## src/rtl/boot_flash_ctrl.sv

```systemverilog
`timescale 1ns/1ps
module boot_flash_ctrl #(
  parameter int ADDR_W    = 16,
  parameter int DATA_W    = 64,
  parameter int ERASE_B   = 4096,
  parameter int WRITE_B   = 8,
  parameter int NRWW_BASE = 32768
) (
  input  logic              clk,
  input  logic              rst_n,
  input  logic [1:0]        boot_sz,
  input  logic [1:0]        lock_app,
  input  logic [1:0]        lock_boot,
  input  logic              cpu_req,
  input  logic [1:0]        cpu_op,
  input  logic [ADDR_W-1:0] cpu_addr,
  input  logic [ADDR_W-1:0] cpu_pc,
  input  logic [DATA_W-1:0] cpu_wdata,
  output logic              cpu_stall,
  output logic              cpu_rvalid,
  output logic              cpu_rbusy,
  output logic              cpu_ack,
  output logic              cpu_err,
  output logic              cpu_deny,
  output logic [DATA_W-1:0] cpu_rdata,
  output logic              fl_start,
  output logic              fl_erase,
  output logic [ADDR_W-1:0] fl_addr,
  output logic [DATA_W-1:0] fl_wdata,
  output logic [ADDR_W-1:0] fl_raddr,
  input  logic [DATA_W-1:0] fl_rdata,
  input  logic              fl_busy
);
  localparam int EW = $clog2(ERASE_B);
  localparam int WW = $clog2(WRITE_B);
  localparam logic [ADDR_W-1:0] ONES   = '1;
  localparam logic [ADDR_W-1:0] UPPER  = ADDR_W'(NRWW_BASE);

  logic [ADDR_W-1:0] bmask;
  logic t_boot, p_boot, t_upper, is_rd, is_prog, misal;
  logic [1:0] t_lock;
  logic wr_ok, rd_ok, go, op_busy, hold;
  logic start_q, upper_q;

  assign bmask   = ONES << (EW + int'(boot_sz));
  assign t_boot  = (cpu_addr & bmask) == bmask;
  assign p_boot  = (cpu_pc & bmask) == bmask;
  assign t_upper = cpu_addr >= UPPER;
  assign t_lock  = t_boot ? lock_boot : lock_app;

  assign is_rd   = cpu_op == 2'b00;
  assign is_prog = cpu_op == 2'b01 || cpu_op == 2'b10;
  assign misal   = (cpu_op == 2'b01) ? |cpu_addr[WW-1:0] :
                   (cpu_op == 2'b10) ? |cpu_addr[EW-1:0] :
                   (cpu_op == 2'b11);

  assign wr_ok = p_boot && t_lock == 2'b11;
  assign rd_ok = t_lock[1] || (t_boot == p_boot);

  assign op_busy   = start_q | fl_busy;
  assign hold      = op_busy & upper_q;
  assign cpu_stall = hold | (cpu_req & is_prog & op_busy);
  assign go        = cpu_req & ~cpu_stall;

  assign fl_start = go & is_prog & ~misal & wr_ok;
  assign fl_erase = cpu_op == 2'b10;
  assign fl_addr  = cpu_addr;
  assign fl_wdata = cpu_wdata;
  assign fl_raddr = cpu_addr;

  always_ff @(posedge clk) begin
    if (!rst_n) begin
      start_q    <= 1'b0;
      upper_q    <= 1'b0;
      cpu_rvalid <= 1'b0;
      cpu_rbusy  <= 1'b0;
      cpu_ack    <= 1'b0;
      cpu_err    <= 1'b0;
      cpu_deny   <= 1'b0;
      cpu_rdata  <= '0;
    end else begin
      start_q    <= fl_start;
      if (fl_start) upper_q <= t_upper;
      cpu_rvalid <= go & is_rd & rd_ok & ~(op_busy & ~t_upper);
      cpu_rbusy  <= go & is_rd & rd_ok & op_busy & ~t_upper;
      cpu_ack    <= fl_start;
      cpu_err    <= go & misal;
      cpu_deny   <= go & ~misal & (is_prog ? ~wr_ok : ~rd_ok);
      if (go & is_rd) cpu_rdata <= fl_rdata;
    end
  end
endmodule

```

## config.mk

```make
export PLATFORM = sky130hd
export DESIGN_NAME = boot_flash_ctrl
export DESIGN_NICKNAME = d
export VERILOG_FILES = /design/src/rtl/boot_flash_ctrl.sv
export SDC_FILE = /design/constraint.sdc
export NUM_CORES = 1
export LEC_CHECK = 0
export CAP_MARGIN = 40
export CELL_PAD_IN_SITES_DETAIL_PLACEMENT = 1
export CELL_PAD_IN_SITES_GLOBAL_PLACEMENT = 1
export CORE_ASPECT_RATIO = 1.75
export CORE_MARGIN = 2
export CORE_UTILIZATION = 20
export DETAILED_ROUTE_END_ITERATION = 7
export PLACE_DENSITY = 0.9
export SETUP_SLACK_MARGIN = 0.1
export SLEW_MARGIN = 20
export SYNTH_ARGS = -nofsm -noshare
export SYNTH_HDL_FRONTEND = slang
export SYNTH_SLANG_ARGS = --single-unit
```

## constraint.sdc

```tcl
create_clock -name clk -period 2 [get_ports clk]
set_clock_uncertainty 0.1 [all_clocks]
set_input_delay 0.2 -clock clk [delete_from_list [all_inputs] [get_ports clk]]
set_output_delay 0.2 -clock clk [all_outputs]
set_load 0.005 [all_outputs]
```

## After elaboration in Yosys (flattened, before gate mapping)

Index checks and enable logic that the tools add are counted.

| cells by class | value |
|---|---|
| $add $sub $neg | 1 |
| $lt $le $gt $ge | 1 |
| eq/ne operators | 7 |
| shift-type cells | 1 |
| mux-type cells | 4 |
| bitwise operators | 26 |
| reduce and logical (&&, ||, !) cells | 6 |

Operator list:

| kind | number |
|---|---|
| AND 16 bit | 2 |
| equality test 16 bit | 2 |
| AND 1 bit | 16 |
| greater-or-equal comparator 16 bit (second input constant) | 1 |
| left shift 16 x 5 -> 16 bit (first input constant) | 1 |
| OR reduction 12 bit | 1 |
| equality test 2 bit (second input constant) | 3 |
| NOT 1 bit | 6 |
| adder 4 x 2 -> 5 bit (first input constant) | 1 |
| 2-to-1 mux 1 bit | 3 |
| OR reduction 3 bit | 1 |
| equality test 2 x 1 -> 1 bit (second input constant) | 1 |
| logical NOT 2 bit | 1 |
| logical OR 1 bit | 2 |
| 2-to-1 mux 2 bit | 1 |
| bitwise OR 1 bit | 2 |
| equality test 1 bit | 1 |
| logical AND 1 bit | 1 |

| word-level totals | value |
|---|---|
| flip-flop bits (word level) | 70 |
| input bits | 172 |
| output and inout bits | 168 |
| logic and storage cells | 53 |

## Longest topological paths before layout

| depth | value |
|---|---|
| word-level depth | 11 |
| gate-level depth with buffers | 9 |

## Worst setup path after synthesis

No wires, ideal clock.

| timing path | value |
|---|---|
| kind | in2reg |
| start point | in cpu_op[0] |
| end point | reg cpu_rdata[10] |
| library setup time | 70 ps |
| data arrival time | 1470 ps |
| setup slack | 360 ps |
| stages on the path | 9 |
| path buffers | 2 |
| cell sequence | inv_1 ha_1 nor2_1 o21ai_2 nor2_2 buf_4 clkbuf_1 nand2_1 a21boi_1 |

| on the way | value |
|---|---|
| word-level cells in the longest chain between the ends | 8 |
| elaborated cells on any way between the ends | 10 |
| classes of those cells | eq/ne (2); bitwise (6); reduce/logical (2) |

Ends and longest elaborated chain:

| what | RTL line | RTL |
|---|---|---|
| start: declaration | 15 | `input logic [1:0] cpu_op,` |
| equality test 2 x 1 -> 1 bit or equality test 2 bit (tied branches) | 52 | `assign is_prog = cpu_op == 2'b01 \|\| cpu_op == 2'b10;` |
| logical OR 1 bit | 52 |  |
| AND 1 bit (2 in series) | 62 | `assign cpu_stall = hold \| (cpu_req & is_prog & op_busy);` |
| bitwise OR 1 bit | 62 |  |
| NOT 1 bit | 63 | `assign go = cpu_req & ~cpu_stall;` |
| AND 1 bit | 63 |  |
| AND 1 bit * | 89 | `if (go & is_rd) cpu_rdata <= fl_rdata;` |
| end signal: assignment | 89 |  |
| end: declaration | 25 | `output logic [DATA_W-1:0] cpu_rdata,` |

Mark *: on every way between the ends. The rest lies on a longest branch, timed or not.
A chain may end at the register's enable or synchronous reset.

## Worst setup path in the final report

| timing path | value |
|---|---|
| start point | in cpu_op[0] |
| end point | out fl_start |

| on the way | value |
|---|---|
| word-level cells in the longest chain between the ends | 10 |
| elaborated cells on any way between the ends | 15 |
| classes of those cells | eq/ne (3); mux (2); bitwise (9); reduce/logical (1) |

Ends and longest elaborated chain:

| what | RTL line | RTL |
|---|---|---|
| equality test 2 x 1 -> 1 bit or equality test 2 bit (tied branches) | 52, 53, 54 |  |
| logical OR 1 bit | 52 |  |
| AND 1 bit (2 in series) | 62 |  |
| bitwise OR 1 bit | 62 |  |
| NOT 1 bit | 63 |  |
| AND 1 bit | 63 |  |
| AND 1 bit | 65 | `assign fl_start = go & is_prog & ~misal & wr_ok;` |
| AND 1 bit * (2 in series) | 65 |  |
| end: declaration | 26 | `output logic fl_start,` |

Marked as above.

==> results.md <==
- Synthesis produced a netlist with a net count of 606.
- CTS placed an instance of sky130_fd_sc_hd__clkbuf_16 at the clock tree root.
- The worst register-to-register path has a depth of 7.
- The DRC violation count after routing is 0.
- For this run, the leading register cell type out of synthesis is sky130_fd_sc_hd__dfxtp_1.
- The floorplan step defined a die boundary enclosing 19000 µm².
- The all-layer global routing usage is 0.134.
- The commonest cells after synthesis are sky130_fd_sc_hd__nand2_1 (133), sky130_fd_sc_hd__buf_4 (99), sky130_fd_sc_hd__dfxtp_1 (70).
- In this run the worst hold path is classified as primary input to flop.
- Of the post-synthesis cell area, the dominant cell type holds 0.393.
- The initial cell density of the core is 0.204.
- Clock-pin slew was measured on the worst setup and hold paths at 60 ps.
- Data on the critical path is required at its endpoint by roughly 1700 ps.
- The relative slew slack is 0.734.
- Yosys instantiated no cell more often than sky130_fd_sc_hd__nand2_1.
- The total via count in the routed design is 3250.
- The pin count of the biggest net entering global routing is 47.
- The total power divided by cell area is 635 nW/µm².
- The clock period minus worst slack is 1890 ps.
- The count of routing violations after the opening detailed-route iteration is 69.
- The number of CTS-inserted buffers is 9.
- The first detailed-routing pass ran for 4 iterations.
- The max-capacitance violation count is 0.
- The startpoint identified for the worst register-to-register timing path is start_q.
- The floorplan step defined a core boundary enclosing around 17000 µm².
- In this run the static leakage power is 2.07 nW.
- By area the synthesized netlist is led by sky130_fd_sc_hd__dfxtp_1 (39%), sky130_fd_sc_hd__buf_4 (21%), sky130_fd_sc_hd__nand2_1 (14%), sky130_fd_sc_hd__a21boi_1 (6.9%), sky130_fd_sc_hd__a21boi_0 (6.5%).
- In the synthesized netlist, the number of instances is 430.
- The CTS tree is done.
- The final global-route overflow total is 0.
- Once detail routing completed, the nets flagged for antenna violations numbered 0.
- The net count of the finished layout is 733.
- The number of buffers inserted by hold repair at cts is 0.
- The die height is 181 µm.
- The clock network latency to the later pin of the worst-skew pair is 330 ps.
- The number of hold violations in the final report came to 0.
- The cell area that synthesis handed to floorplanning was 3570 µm².
- The element type at the critical path end is an output port.
- The number of antenna diodes in the final layout is 0.
- The clock net in this run drives a total of 70 sinks.
- The worst-case register-to-register setup slack is 320 ps.
- The wire length of the first global-routing pass is approximately 19000 µm.
- Based on the critical path, the design can be clocked at up to ~530 MHz.
- The launch point of the critical path is cpu_op[0].
- The post-DP HPWL is ~10000 µm.
- The share of layout cells above drive strength 1 is 0.135.
- The measured slew at the worst slew-check pin is ~400 ps.
- The worst-case IR drop observed on VDD is 0.275 mV.
- The width of the die is around 100 µm.
- The capture point of the worst reg-to-reg path is cpu_rdata[16].
- The arrival time at the worst endpoint is around 1600 ps.
- After synthesis, the netlist uses 33 different library cells.
- The top-level port count is 340.
- After floorplanning, the core was divided into between 60 and 70 placement rows.
- The area growth from synthesis to layout is 58.7%.
- The total power is 3.60 mW.
- The number of warnings reported in the yosys synthesis log is 0.
- The category of the critical setup timing path is primary input to output port.
- Setup violations remaining at the end of the flow were counted as 0.
- The number of max-slew violations in the final report is 0.
- Summed over all instances, the cell type with the most area after synthesis is sky130_fd_sc_hd__dfxtp_1.
- The count of H-tree levels built during CTS is 3.
- The initial antenna violation count is 0.
- The sequential share of the synthesized area is 0.393.
- Setup repair after global routing could not meet its margin everywhere.
- The final weighted congestion in routability-driven placement is roughly 0.72.
- The via count of the first global-routing pass is around 3500.
- STA classifies the critical path startpoint as a primary input.
- In the finished design, the share of the clock period the worst path needs comes to 0.943.
- Measured on the finished design, the core utilization comes to 0.324.
- The routed wirelength normalized by instance count is approximately 16 µm.
- Buffers placed on the I/O ports in this run total 199.
- After synthesis, the share of flip-flops with an asynchronous set or reset is 0.
- The capturing instance or port of the critical path is fl_start.
- The run finished with clean final reports.
- The post-synthesis register bit count is 70.
- The post-synthesis area per instance is 8.30 µm².
- The post-detailed-route via-to-cell ratio is slightly above 4.
- The routed wire length is 12900 µm.
- In this run, synthesis inferred 0 flip-flops with an integrated enable.
- The clock passes through at most 2 buffers.
- Of all nets on the critical path, the largest fanout is 3.
## layer usage
layer,share of wire,GRT usage
met2,0.55,0.260
met4,0.089,0.132
met1,0.30,0.104
met5,0,0
met3,0.061,0.0267
## critical path: stages
cell and delay, ps:
sky130_fd_sc_hd__buf_8 110, sky130_fd_sc_hd__inv_8 50, sky130_fd_sc_hd__ha_4 140, sky130_fd_sc_hd__nor4b_4 260, sky130_fd_sc_hd__a31oi_4 150, sky130_fd_sc_hd__a211oi_4 310
sky130_fd_sc_hd__and4_4 270, sky130_fd_sc_hd__buf_6 90
## cells by family after synthesis
logic type,share of synthesized area
adders and majority gates,0.0140
and+or+nand+nor,0.175
muxes,0.00561
DFF,0.393
AOI/OAI and AO/OA,0.163
buffers and inverters,0.249
## flip-flops by register name, summed over array words and instances, names as in the netlist
register / count
start_q: 1
cpu_rdata: 64
cpu_deny: 1
cpu_err: 1
cpu_rbusy: 1
cpu_rvalid: 1
upper_q: 1
## cell type report
type | count | area (µm²)
Clock inverter | 5 | 33.8
Sequential cell | 70 | 1400
Clock buffer | 11 | 253
Inverter | 8 | 37.5
Tap cell | 231 | 289
Fill cell | 2083 | 11800
Timing Repair Buffer | 233 | 2270
Multi-Input combinational cell | 235 | 1370
## repair_timing
| action | 4_1_cts | 5_1_grt |
|---|---|---|
| buffers inserted | 1 | 0 |
| pin swaps | 9 | 10 |
| setup endpoints to repair | 69 | 1 |
| gates resized for setup | 44 | 17 |
## metrics by stage
stage                     hold WS [ps]  setup TNS [ps]  instance area, µm²  setup WS (ps)  instances
after floorplan                    235               0                3570            360        430
after CTS                          203               0                5630            104        793
after global placement             300          -20060                5300           -787        776
final                              207               0                5660            115        793
after global routing               220               0                5660           90.1        793
after detailed placement           300          -25320                5300           -851        776
## layout by cell type (no fill, tap or decap), types with 2 or more instances in the layout
master,instances
sky130_fd_sc_hd__inv_1,7
sky130_fd_sc_hd__nor2_1,3
sky130_fd_sc_hd__a21boi_0,31
sky130_fd_sc_hd__buf_2,2
sky130_fd_sc_hd__dlygate4sd2_1,12
sky130_fd_sc_hd__clkbuf_16,9
sky130_fd_sc_hd__clkbuf_2,4
sky130_fd_sc_hd__clkbuf_8,2
sky130_fd_sc_hd__clkdlybuf4s50_1,177
sky130_fd_sc_hd__nor3_1,2
sky130_fd_sc_hd__a21oi_1,2
sky130_fd_sc_hd__nand2_1,133
sky130_fd_sc_hd__buf_4,29
sky130_fd_sc_hd__ha_4,2
sky130_fd_sc_hd__and3_1,2
sky130_fd_sc_hd__buf_12,5
sky130_fd_sc_hd__dfxtp_1,69
sky130_fd_sc_hd__clkinvlp_4,2
sky130_fd_sc_hd__a21boi_1,33
sky130_fd_sc_hd__mux2i_1,2
sky130_fd_sc_hd__clkinv_2,2
sky130_fd_sc_hd__o21ai_0,2
sky130_fd_sc_hd__nor2_4,2
## power breakdown
part	switching, mW	internal, mW
clock	0.618	0.904
combinational	0.226	0.393
sequential	0.0197	1.44
## how the worst min path moves through the flow
stage	depth (start not counted)	slack, ps	start	end
2_1_floorplan	2	230	fl_rdata[0]	cpu_rdata[0]
3_3_place_gp	0	300	cpu_wdata[10]	fl_wdata[10]
3_5_place_dp	0	300	cpu_wdata[10]	fl_wdata[10]
4_1_cts	3	200	rst_n	cpu_deny
5_1_grt	3	220	rst_n	cpu_deny
6_report	3	210	rst_n	cpu_deny
Power figures use the tool's default switching activity.
